$ cat src/rtl/vsid_pkg.sv
package vsid_pkg;
  localparam int unsigned CTX_W       = 19;
  localparam int unsigned MUL_W       = 24;
  localparam int unsigned SEG_SH_256M = 28;
  localparam int unsigned SEG_SH_1T   = 40;
  localparam logic [MUL_W-1:0] VSID_MULT     = 24'd12538073;
  localparam logic [CTX_W-1:0] KERN_CTX_BASE = 19'h7fffc;
endpackage

$ cat src/rtl/vsid_mul_stage.sv
module vsid_mul_stage
  import vsid_pkg::*;
#(
  parameter int unsigned RANGE_LOG2 = 46,
  parameter int unsigned N_W        = 37,
  parameter int unsigned N1T_W      = 25,
  parameter int unsigned PROD_W     = 61
) (
  input  logic              clk_i,
  input  logic              rst_ni,
  input  logic              valid_i,
  input  logic              kernel_i,
  input  logic              seg1t_i,
  input  logic [CTX_W-1:0]  ctx_i,
  input  logic [63:0]       ea_i,
  output logic              v_o,
  output logic              seg1t_o,
  output logic              err_o,
  output logic [PROD_W-1:0] prod_o
);
  logic [CTX_W-1:0] ctx_sel;
  logic             kerr, bad;
  logic [N_W-1:0]   proto;
  logic             unused_ea;

  assign unused_ea = ^ea_i[SEG_SH_256M-1:0];
  assign kerr      = kernel_i && (ea_i[63:62] != 2'b11);
  assign bad       = |ea_i[59:RANGE_LOG2];
  assign ctx_sel   = kernel_i ? KERN_CTX_BASE + CTX_W'(ea_i[61:60]) : ctx_i;

  // a zero proto scrambles to zero, so rejected requests need no extra path
  always_comb begin
    if (kerr || bad)  proto = '0;
    else if (seg1t_i) proto = N_W'({ctx_sel, ea_i[RANGE_LOG2-1:SEG_SH_1T]});
    else              proto = {ctx_sel, ea_i[RANGE_LOG2-1:SEG_SH_256M]};
  end

  always_ff @(posedge clk_i or negedge rst_ni) begin
    if (!rst_ni) begin
      v_o     <= 1'b0;
      seg1t_o <= 1'b0;
      err_o   <= 1'b0;
      prod_o  <= '0;
    end else begin
      v_o     <= valid_i;
      seg1t_o <= seg1t_i;
      err_o   <= valid_i && kerr;
      prod_o  <= PROD_W'(proto) * PROD_W'(VSID_MULT);
    end
  end

  // a 1 TB product never exceeds 25+24 bits
  p_prod_width_r3: assert property (@(posedge clk_i) disable iff (!rst_ni)
    (v_o && seg1t_o) |-> (prod_o >> (N1T_W + MUL_W)) == '0);
endmodule

$ cat src/rtl/vsid_fold_stage.sv
module vsid_fold_stage
  import vsid_pkg::*;
#(
  parameter int unsigned N_W    = 37,
  parameter int unsigned N1T_W  = 25,
  parameter int unsigned PROD_W = 61,
  parameter int unsigned X_W    = 38
) (
  input  logic              clk_i,
  input  logic              rst_ni,
  input  logic              v_i,
  input  logic              seg1t_i,
  input  logic              err_i,
  input  logic [PROD_W-1:0] prod_i,
  output logic              v_o,
  output logic              seg1t_o,
  output logic              err_o,
  output logic [X_W-1:0]    x_o
);
  logic [X_W-1:0] x_d;

  // end-around fold: 2^n == 1 mod (2^n - 1)
  assign x_d = seg1t_i ? X_W'(prod_i >> N1T_W) + X_W'(prod_i[N1T_W-1:0])
                       : X_W'(prod_i >> N_W)   + X_W'(prod_i[N_W-1:0]);

  always_ff @(posedge clk_i or negedge rst_ni) begin
    if (!rst_ni) begin
      v_o     <= 1'b0;
      seg1t_o <= 1'b0;
      err_o   <= 1'b0;
      x_o     <= '0;
    end else begin
      v_o     <= v_i;
      seg1t_o <= seg1t_i;
      err_o   <= err_i;
      x_o     <= x_d;
    end
  end

  // folded value is below 2^n + 2^24, so one correction suffices
  p_fold_bound_r2: assert property (@(posedge clk_i) disable iff (!rst_ni)
    v_o |-> (seg1t_o ? (x_o < X_W'((64'd1 << N1T_W) + (64'd1 << MUL_W)))
                     : (x_o < X_W'((64'd1 << N_W)   + (64'd1 << MUL_W)))));
endmodule

$ cat src/rtl/vsid_fix_stage.sv
module vsid_fix_stage #(
  parameter int unsigned N_W   = 37,
  parameter int unsigned N1T_W = 25,
  parameter int unsigned X_W   = 38
) (
  input  logic           clk_i,
  input  logic           rst_ni,
  input  logic           v_i,
  input  logic           seg1t_i,
  input  logic           err_i,
  input  logic [X_W-1:0] x_i,
  output logic           v_o,
  output logic           err_o,
  output logic [N_W-1:0] vsid_o
);
  logic [X_W:0]   inc;
  logic           carry;
  logic [X_W-1:0] sum;
  logic [N_W-1:0] res;
  logic           seg_q;
  logic           unused_inc;

  assign inc        = {1'b0, x_i} + 1'b1;
  assign carry      = seg1t_i ? inc[N1T_W] : inc[N_W];
  assign sum        = x_i + X_W'(carry);
  assign res        = seg1t_i ? N_W'(sum[N1T_W-1:0]) : sum[N_W-1:0];
  assign unused_inc = ^inc;

  always_ff @(posedge clk_i or negedge rst_ni) begin
    if (!rst_ni) begin
      v_o    <= 1'b0;
      err_o  <= 1'b0;
      seg_q  <= 1'b0;
      vsid_o <= '0;
    end else begin
      v_o    <= v_i;
      err_o  <= v_i && err_i;
      seg_q  <= seg1t_i;
      vsid_o <= v_i ? res : '0;
    end
  end

  // result never reaches the modulus itself
  p_below_mod_r4: assert property (@(posedge clk_i) disable iff (!rst_ni)
    v_o |-> (seg_q ? (vsid_o < N_W'((64'd1 << N1T_W) - 1))
                   : (vsid_o != {N_W{1'b1}})));
  // upper bits clear for 1 TB segments
  p_upper_zero_r3: assert property (@(posedge clk_i) disable iff (!rst_ni)
    (v_o && seg_q) |-> (vsid_o >> N1T_W) == '0);
  // an error result carries ID 0
  p_err_zero_r8: assert property (@(posedge clk_i) disable iff (!rst_ni)
    err_o |-> vsid_o == '0);
  // idle outputs are quiet
  p_idle_zero_r9: assert property (@(posedge clk_i) disable iff (!rst_ni)
    !v_o |-> (vsid_o == '0 && !err_o));
endmodule

$ cat src/rtl/vsid_scrambler.sv
module vsid_scrambler
  import vsid_pkg::*;
#(
  parameter int unsigned RANGE_LOG2 = 46
) (
  input  logic        clk_i,
  input  logic        rst_ni,
  input  logic        valid_i,
  input  logic        kernel_i,
  input  logic        seg1t_i,
  input  logic [18:0] ctx_i,
  input  logic [63:0] ea_i,
  output logic        valid_o,
  output logic [36:0] vsid_o,
  output logic        err_o
);
  localparam int unsigned ESID_W   = RANGE_LOG2 - SEG_SH_256M;
  localparam int unsigned ESID1T_W = RANGE_LOG2 - SEG_SH_1T;
  localparam int unsigned N_W      = CTX_W + ESID_W;
  localparam int unsigned N1T_W    = CTX_W + ESID1T_W;
  localparam int unsigned PROD_W   = N_W + MUL_W;
  localparam int unsigned X_W      = N_W + 1;

  logic              m_v, m_seg, m_err;
  logic [PROD_W-1:0] m_prod;
  logic              f_v, f_seg, f_err;
  logic [X_W-1:0]    f_x;
  logic [N_W-1:0]    vsid_full;

  vsid_mul_stage #(.RANGE_LOG2(RANGE_LOG2), .N_W(N_W), .N1T_W(N1T_W),
                   .PROD_W(PROD_W)) u_mul (
    .clk_i, .rst_ni, .valid_i, .kernel_i, .seg1t_i,
    .ctx_i(ctx_i), .ea_i,
    .v_o(m_v), .seg1t_o(m_seg), .err_o(m_err), .prod_o(m_prod));

  vsid_fold_stage #(.N_W(N_W), .N1T_W(N1T_W), .PROD_W(PROD_W), .X_W(X_W)) u_fold (
    .clk_i, .rst_ni, .v_i(m_v), .seg1t_i(m_seg), .err_i(m_err), .prod_i(m_prod),
    .v_o(f_v), .seg1t_o(f_seg), .err_o(f_err), .x_o(f_x));

  vsid_fix_stage #(.N_W(N_W), .N1T_W(N1T_W), .X_W(X_W)) u_fix (
    .clk_i, .rst_ni, .v_i(f_v), .seg1t_i(f_seg), .err_i(f_err), .x_i(f_x),
    .v_o(valid_o), .err_o(err_o), .vsid_o(vsid_full));

  assign vsid_o = 37'(vsid_full);

  // cycles since reset, saturating, so the latency check never looks before reset
  logic [1:0] since_rst;
  always_ff @(posedge clk_i or negedge rst_ni) begin
    if (!rst_ni)              since_rst <= '0;
    else if (since_rst != 2'd3) since_rst <= since_rst + 2'd1;
  end

  p_latency_r1: assert property (@(posedge clk_i) disable iff (!rst_ni)
    (since_rst == 2'd3) |-> valid_o == $past(valid_i, 3));
endmodule

$ cat config.mk
export PLATFORM = sky130hd
export DESIGN_NAME = vsid_scrambler
export DESIGN_NICKNAME = d
export VERILOG_FILES = /design/src/rtl/vsid_pkg.sv /design/src/rtl/vsid_mul_stage.sv /design/src/rtl/vsid_fold_stage.sv /design/src/rtl/vsid_fix_stage.sv /design/src/rtl/vsid_scrambler.sv
export SDC_FILE = /design/constraint.sdc
export NUM_CORES = 1
export LEC_CHECK = 0
export BUFFER_PORTS_ARGS = -buffer_cell sky130_fd_sc_hd__buf_2
export CAP_MARGIN = 20
export CELL_PAD_IN_SITES_DETAIL_PLACEMENT = 1
export CELL_PAD_IN_SITES_GLOBAL_PLACEMENT = 1
export CORE_ASPECT_RATIO = 1.4
export CORE_UTILIZATION = 45
export DETAILED_ROUTE_END_ITERATION = 6
export PLACE_DENSITY = 0.8
export SETUP_SLACK_MARGIN = 0.15
export SYNTH_ARGS = -nofsm -noshare
export SYNTH_HDL_FRONTEND = slang
export SYNTH_SLANG_ARGS = --single-unit
export TNS_END_PERCENT = 10
$ cat constraint.sdc
create_clock -name clk_i -period 7.75 [get_ports clk_i]
set_clock_uncertainty 0.15 [all_clocks]
set_input_delay 0.775 -clock clk_i [delete_from_list [all_inputs] [get_ports clk_i]]
set_output_delay 0.775 -clock clk_i [all_outputs]
set_load 0.02 [all_outputs]
## Word level (Yosys, flattened, before mapping)

Index checks and enable logic that the tools add are counted.

| word-level totals | value |
|---|---|
| input port bits | 88 |
| register bits | 144 |
| output and inout port bits | 39 |
| word-level logic and storage cells | 30 |

| operators by class | value |
|---|---|
| add/sub/neg operators | 5 |
| multiplexer cells | 7 |
| multiply operators | 1 |
| equality and inequality tests | 1 |
| reduce and logical (&&, ||, !) cells | 5 |

Operators with widths:

| cell | number |
|---|---|
| two-way mux 37 bit | 4 |
| multiplier 37 x 24 -> 61 bit, second input constant | 1 |
| adder 24 x 37 -> 38 bit | 1 |
| adder 38 x 1 -> 38 bit, second input constant | 1 |
| two-way mux 38 bit | 1 |
| adder 36 x 25 -> 37 bit | 1 |
| adder 37 x 1 -> 37 bit | 1 |
| two-way mux 19 bit | 1 |
| OR reduction 14 bit | 1 |
| adder 3 x 3 -> 4 bit, first input constant | 1 |
| logical AND 1 bit | 3 |
| inequality test 2 bit, second input constant | 1 |
| logical OR 1 bit | 1 |
| two-way mux 1 bit | 1 |

## Logic depth before layout (Yosys ltp)

Gate-level depths: netlist of the first run.

| logic depth | value |
|---|---|
| depth after elaboration | 5 |
| mapped depth | 30 |
| mapped depth without buffers | 28 |

## Hierarchy

From an unflattened synthesis of the first run, not the netlist that was laid out.

| second synthesis, totals | value |
|---|---|
| cell total of the unflattened synthesis | 2599 |
| area, all modules | 25414.4 um2 |

By module, submodules not included:

| module | area each (um2) | cells an instance | times used |
|---|---|---|---|
| vsid_mul_stage | 18987.0 | 1888 | 1 |
| vsid_fold_stage | 4369.2 | 510 | 1 |
| vsid_fix_stage | 2058.2 | 201 | 1 |

## Worst setup path after synthesis of the first run

Ideal clock, no wire load.

| timing path | value |
|---|---|
| path kind | input to register |
| start | input port ea_i[49] |
| end | register u_mul.prod_o[57] |
| cell stages on the path | 22 |
| setup slack | -0.615 ns |
| arrival | 8.146 ns |
| cell sequence | or4_1 nor3_1 nand4_1 clkbuf_1 nor2_1 fa_1 fa_1 fa_1 fa_1 fa_1 fa_1 fa_1 ha_1 buf_2 a21oi_1 o21ai_0 a2111oi_4 o21ai_2 a31oi_4 a2111oi_1 or4_1 nand3_1 |

| on the way | value |
|---|---|
| word-level cells in the longest chain between the ends | 4 |

Ends and longest elaborated chain:

| what | RTL line | source |
|---|---|---|
| from (decl) | vsid_scrambler.sv:12 | `input logic [63:0] ea_i,` |
| OR reduction 14 bit | vsid_mul_stage.sv:28 | `assign bad = \|ea_i[59:RANGE_LOG2];` |
| logical OR 1 bit | vsid_mul_stage.sv:33 | `if (kerr \|\| bad) proto = '0;` |
| two-way mux 37 bit | vsid_mul_stage.sv:33 |  |
| multiplier 37 x 24 -> 61 bit | vsid_mul_stage.sv:48 | `prod_o <= PROD_W'(proto) * PROD_W'(VSID_MULT);` |
| to (signal assigned) | vsid_mul_stage.sv:48 |  |
| to (decl) | vsid_mul_stage.sv:19 | `output logic [PROD_W-1:0] prod_o` |

No other way between the ends.

## Worst setup path after layout of the first run

| timing path | value |
|---|---|
| start | input port ea_i[47] |
| end | register u_mul.prod_o[57] |

The elaborated chain is that of the path after synthesis.

==> results.toml, run 1 <==
[pwr]
peakVddDrop_v = 0.0001265
finalPower_mw = 1.656
p_leak_nw = 17.54
power_density_nw_per_um2 = 52.06

[timing]
fmaxAchievable_ghz = 0.1233
fin_ws_ps = -363.1
slew_violations = 0
post-route-period-util = 1.047
rsz0062_at_grt = "yes"
setup_viol = 21
fin_hold_ws_ps = 181.9
slew_headroom = 0.4671
tightest_slew_ps = 797.7
final_hold_viol_count = 0
period_minus_slack_ps = 8113

[global_routing]
grt_pass1_wl_um = 144600
grt_antenna_before_repair = 2
grt.overflow.total = 0
grt_max_degree = 83
grt_use_total = 0.3406
grt_pass1_vias = 25200

[run_status]
status = "complete, but fails checks"
violations = "negative setup slack"

[clock_network]
htreeDepth = 4
clkTransAtPathRegs_ps = 60
clock-root-buffer = "clkbuf_16"
cts_buffers = 17
cts.sinks = 144
cts_tree = "yes"
clock_path_buffers = 2
clk_latency_ps = 440

[layout]
area_delta_synth_final_pct = 26.46
nNetsFinal = 3965
utilization = 0.5758
drive_gt1_frac = 0.2650
stdcell_count = 3842

[worst_setup_path]
arrival_ps = 8330
worstPathRequired_ps = 7970
cp-start-kind = "input pin"
path_max_fanout = 7
crit_path_end_kind = "register"
reg2reg_slack_ps = 2940
worstSetupPathType = "input pin to register"

[place]
place_ws_ps = -912.1
io_buffers = 98
dp_cells = 3784
gp_congestion = 0.9909
dp.final_hpwl_um = 82440

[synthesis]
syn_area_um2 = 25160
yosys_warnings = 0
synth_cell_type_count = 77
ys_seq_area_frac = 0.1432
synth_xor_area_frac = 0.04838
synth_fp_nets = 3434
synth_edf_count = 0
ys_ff_latch = 144
synthSimpleGateAreaFrac = 0.08692
synthFlopType = "dfrtp_1"
synth-compound-area-share = 0.1122
synth_top_family_by_area = "adder cells"
synth_area_per_cell_um2 = 9.794
yosys.area_share.adder = 0.5063
synth.area.mux_share = 0.008553
async_flop_share = 1.000
postSynthCellCount = 2569

[floorplan]
die_area_um2 = 56880
chipWidth_um = 201.8
die_h_um = 281.8
io_pins = 127
initial_core_util = 0.4553
row_count = 102
coreArea_um2 = 55260

[route]
wl_per_cell_um = 25.37
vias = 21640
first_iter_violations = 1116
antenna_left = 0
wl_um = 97470
remaining_drc_errors = 0
viasPerCell = 5.631
drt_first_pass_iters = 5

[run]
max_cap_violations = 0

[min_path]
hold_path_class = "input pin to async pin"
==> repair_timing <==
action,4_1_cts,5_1_grt
pin swaps,52,55
buffers inserted,12,13
hold buffers,0,0
gates resized for setup,99,89
setup endpoints to repair,34,36
==> worst max-delay path, cell delays in order <==
cell       delay, ps
buf_2            100
or4_4            540
nor3_4           190
and4_4           300
buf_4            130
nand2b_1          90
inv_2            110
buf_4            130
fa_1             440
fa_1             540
fa_2             660
fa_1             460
fa_2             610
fa_1             450
fa_1             490
ha_1             350
buf_4            190
nand2_2           90
o211ai_1         330
a41oi_2          270
inv_2            150
a31oi_4          110
a2111oi_4        440
buf_4            180
o21ai_0           90
nand3_1          100
==> per-stage QoR <==
step	cell area, µm²	setup TNS, ps
after floorplan	25810	0
after global placement	30300	-12110
after detailed placement	30300	-24750
after CTS	31370	-366.2
after global routing	31820	-6124
final	31820	-2720
==> routing by layer <==
metal | GRT usage | routed length (µm) | vias up
met1 | 0.3265 | 32490 | 11040
met3 | 0.03675 | 3343 | 423
li1 | - | - | 9412
met4 | 0.2690 | 9136 | 0
met2 | 0.6566 | 52500 | 764
met5 | 0 | 0 | -
==> cells in the final DEF, fill, tap and decap left out, types with 51 or more instances in the layout <==
master | Yosys | routed
inv_1 | 576 | 542
buf_4 | 0 | 441
fa_1 | 402 | 366
ha_1 | 375 | 335
dfrtp_1 | 144 | 144
a21oi_1 | 121 | 104
buf_2 | 9 | 97
nor2_1 | 113 | 96
nand2_1 | 100 | 88
xnor2_1 | 82 | 82
o21ai_0 | 92 | 65
xor2_1 | 57 | 57
a21o_1 | 52 | 51
==> power by group <==
| part | switching, mW | internal, mW | total, mW |
|---|---|---|---|
| Combinational | 0.0633 | 0.0346 | 0.0979 |
| Sequential | 0.00463 | 0.757 | 0.762 |
| Clock | 0.347 | 0.450 | 0.797 |
==> cell type report <==
| type | count | area, µm² |
|---|---|---|
| Fill cell | 6112 | 23440 |
| Multi-Input combinational cell | 1800 | 20390 |
| Timing Repair Buffer | 561 | 4124 |
| Sequential cell | 144 | 3603 |
| Inverter | 576 | 2217 |
| Tap cell | 728 | 910.9 |
| Clock buffer | 17 | 425.4 |
| Clock inverter | 15 | 150.1 |
| Antenna cell | 1 | 2.502 |
==> Yosys cell counts (6+ instances only) <==
cell      instances  area share
a21o_1           52       0.016
o21bai_1         14      0.0042
and2_1           36      0.0090
nand4_1          30      0.0075
nor2_1          113       0.017
mux2i_1          17      0.0068
o21ai_0          92       0.018
and4_1           13      0.0045
clkbuf_1         31      0.0046
nor3_1           15      0.0030
o211ai_1         20      0.0060
dfrtp_1         144        0.14
a21oi_1         121       0.024
xor2_1           57       0.020
fa_1            402        0.32
nand2_1         100       0.015
xnor2_1          82       0.029
o22ai_1           7      0.0017
buf_2             9      0.0018
and3_1           25      0.0062
or3_1             7      0.0017
a31oi_1          12      0.0030
or4_1             8      0.0024
a211oi_1         24      0.0072
nor2b_1          21      0.0052
o21a_1           13      0.0039
a21boi_0          6      0.0018
ha_1            375        0.19
nand3_1          36      0.0072
nand2b_1         13      0.0032
o31ai_1           9      0.0027
inv_1           576       0.086
==> sequential cells by signal, summed over array words and instances, names as in the netlist <==
name,cells
u_mul.prod_o,61
u_mul.v_o,1
u_fold.seg1t_o,1
u_fold.x_o,38
u_fold.err_o,1
u_fold.v_o,1
u_mul.seg1t_o,1
u_fix.vsid_o,37
u_fix.v_o,1
u_fix.err_o,1
u_mul.err_o,1
==> cells by family (layout without fill, tap and decap cells) <==
| group | count (synthesis) | in the layout |
|---|---|---|
| buffers and inverters | 625 | 1169 |
| adder cells (fa/ha/maj) | 777 | 777 |
| other | 0 | 1 |
| AND/OR/NAND/NOR | 434 | 434 |
| flip-flops | 144 | 144 |
| multiplexers | 21 | 21 |
| XOR/XNOR | 139 | 139 |
| AO/OA/AOI/OAI | 429 | 429 |
==> final timing paths <==
kind	start	end	depth (start not counted)
max in group asynchronous	rst_ni	u_mul.err_o$_DFF_PN0_	2
min in group clk_i	u_mul.err_o$_DFF_PN0_	u_fold.err_o$_DFF_PN0_	0
worst max-delay path	ea_i[47]	u_mul.prod_o[57]$_DFF_PN0_	26
worst min register to register	u_mul.err_o$_DFF_PN0_	u_fold.err_o$_DFF_PN0_	0
worst max register to register	u_fold.x_o[5]$_DFF_PN0_	u_fix.vsid_o[36]$_DFF_PN0_	16
worst min-delay path	rst_ni	u_fix.vsid_o[26]$_DFF_PN0_	1
(Power assumes the default switching activity.)
==> run 2: changes to the inputs <==
--- a/config.mk
+++ b/config.mk
@@ -10,9 +10,9 @@
 export CELL_PAD_IN_SITES_DETAIL_PLACEMENT = 1
 export CELL_PAD_IN_SITES_GLOBAL_PLACEMENT = 1
 export CORE_ASPECT_RATIO = 1.4
-export CORE_UTILIZATION = 45
+export CORE_UTILIZATION = 51
 export DETAILED_ROUTE_END_ITERATION = 6
-export PLACE_DENSITY = 0.8
+export PLACE_DENSITY = 0.88
 export SETUP_SLACK_MARGIN = 0.15
 export SYNTH_ARGS = -nofsm -noshare
 export SYNTH_HDL_FRONTEND = slang
==> constraint.sdc (replaced) <==
create_clock -name clk_i -period 8.1 [get_ports clk_i]
set_clock_uncertainty 0.15 [all_clocks]
set_input_delay 0.81 -clock clk_i [delete_from_list [all_inputs] [get_ports clk_i]]
set_output_delay 0.81 -clock clk_i [all_outputs]
set_load 0.02 [all_outputs]
==> results.toml, run 2 (synthesis results as in run 1) <==
[layout]
drive_gt1_frac = 0.2451
stdcell_count = 3762
utilization = 0.6450
nNetsFinal = 3973
area_delta_synth_final_pct = 24.01
largest_register_ff_count = 61
finalInstanceArea_um2 = 31200
largestRegisters = "u_mul.prod_o: 61 flops, u_fold.x_o: 38 flops, u_fix.vsid_o: 37 flops"
regMostFlops = "u_mul.prod_o"
final_common_cell = "inv_1"
final_cell_mix = "inv_1, buf_4, fa_1"

[run_status]
status = "complete, but fails checks"
violations = "negative setup slack"

[worst_setup_path]
worstPathRequired_ps = 8290
slowest_delay_ps = 1090
cp_slowest_cell = "o21ai_0"
worstSetupPathType = "input pin to register"
cp_common_cell = "fa_1"
crit_path_end_kind = "register"
cp-start-kind = "input pin"
arrival_ps = 10330
path_max_fanout = 7

[run]
max_cap_violations = 0

[floorplan]
chipWidth_um = 189.7
io_pins = 127
die_h_um = 264.8
coreArea_um2 = 48380
row_count = 95
die_area_um2 = 50240
initial_core_util = 0.5201

[pwr]
power.net_switching_mw = 0.4351
power_density_nw_per_um2 = 53.31
peakVddDrop_v = 0.0001630
finalPower_mw = 1.664
pwr-share-seq = 0.438
internal_power_mw = 1.228
p_comb_frac = 0.067
sw_frac_of_total = 0.2615
p_clk_frac = 0.495
p_leak_nw = 17.61

[timing]
post-route-period-util = 1.252
rsz0062_at_grt = "yes"
slew_violations = 0
fmaxAchievable_ghz = 0.09864
fin_ws_ps = -2037
tightest_slew_ps = 1435
setup_tns_ps = -51460
setup_viol = 40
fin_hold_ws_ps = 200.5
slew_headroom = 0.03312
final_hold_viol_count = 0
period_minus_slack_ps = 10140

[clock_network]
htreeDepth = 4
clkTransAtPathRegs_ps = 60
cts_buffers = 17
cts.sinks = 144
clk_latency_ps = 450
clock-root-buffer = "clkbuf_16"
cts_hold_buf = 0
cts_tree = "yes"
clock_path_buffers = 2

[global_routing]
grt_max_degree = 83
top_usage_layer = "met2"
use_met1 = 0.4379
grt_use_total = 0.4757
grt_pass1_wl_um = 172100
grt.overflow.total = 0
grt_antenna_before_repair = 14
grt_pass1_vias = 28090
grt_use_met3 = 0.1291
met2_usage = 0.7991

[route]
antenna_left = 0
vias = 25940
viasPerCell = 6.896
first_iter_violations = 3118
wl_um = 141500
remaining_drc_errors = 0
drt_first_pass_iters = 7
wl_per_cell_um = 37.62

[place]
dp_cells = 3701
io_buffers = 98
gp_congestion = 1.037
placedInstanceArea_um2 = 29780
place_ws_ps = -1096
dp.final_hpwl_um = 87270

[min_path]
hold_path_class = "register to register"
## run 2: cell types whose count changed in the layout (fill, tap and decap cells not counted), sizes merged
cell | previous run | this run
diode | 1 | 11
inv | 582 | 585
clkinv | 4 | 1
buf | 561 | 569
clkinvlp | 4 | 3
bufinv | 1 | 2
## run 2: layer usage
| layer | up-vias | routed length (µm) |
|---|---|---|
| li1 | 9436 | - |
| met3 | 1461 | 20180 |
| met2 | 2578 | 60080 |
| met4 | 18 | 20670 |
| met5 | - | 386 |
| met1 | 12450 | 40230 |
## run 2: final timing paths
check	start	endpoint	slack, ps	cells after the start
hold / removal	u_mul.v_o$_DFF_PN0_	u_fold.v_o$_DFF_PN0_	200	0
setup / recovery	ea_i[51]	u_mul.prod_o[53]$_DFF_PN0_	-2040	29
setup reg to reg	u_fold.x_o[5]$_DFF_PN0_	u_fix.vsid_o[36]$_DFF_PN0_	2970	16
min in group asynchronous	rst_ni	u_fix.vsid_o[33]$_DFF_PN0_	240	1
hold reg to reg	u_mul.v_o$_DFF_PN0_	u_fold.v_o$_DFF_PN0_	200	0
max in group asynchronous	rst_ni	u_mul.prod_o[50]$_DFF_PN0_	6210	2
## run 2: area by class of cell
type / instances / area (µm²)
Antenna cell: 11 / 27.53
Clock buffer: 17 / 425.4
Clock inverter: 15 / 182.7
Fill cell: 5263 / 17180
Inverter: 576 / 2177
Multi-Input combinational cell: 1800 / 19890
Sequential cell: 144 / 3603
Tap cell: 630 / 788.3
Timing Repair Buffer: 569 / 4105
## run 2: power groups by stage
stage | Clock (mW) | Sequential (mW) | Combinational (mW)
floorplan | 0 | 0.742 | 0.0305
global placement | 0 | 0.741 | 0.0902
detailed placement | 0 | 0.742 | 0.0943
CTS | 0.827 | 0.729 | 0.0959
global route | 0.859 | 0.729 | 0.115
finish | 0.823 | 0.729 | 0.111
## run 2: what timing repair did
item / CTS / global route
endpoints found under the setup margin: 35 / 38
buffers inserted: 11 / 7
pin swaps: 32 / 20
resized for setup: 100 / 55
hold endpoints to repair: 0 / 0
## run 2: worst max-delay path: cells and delay by family
family,cells,cell delay (ps)
compound gates,6,2090
simple gates,4,1130
buf+inv,11,1830
fa+ha+maj,8,4420
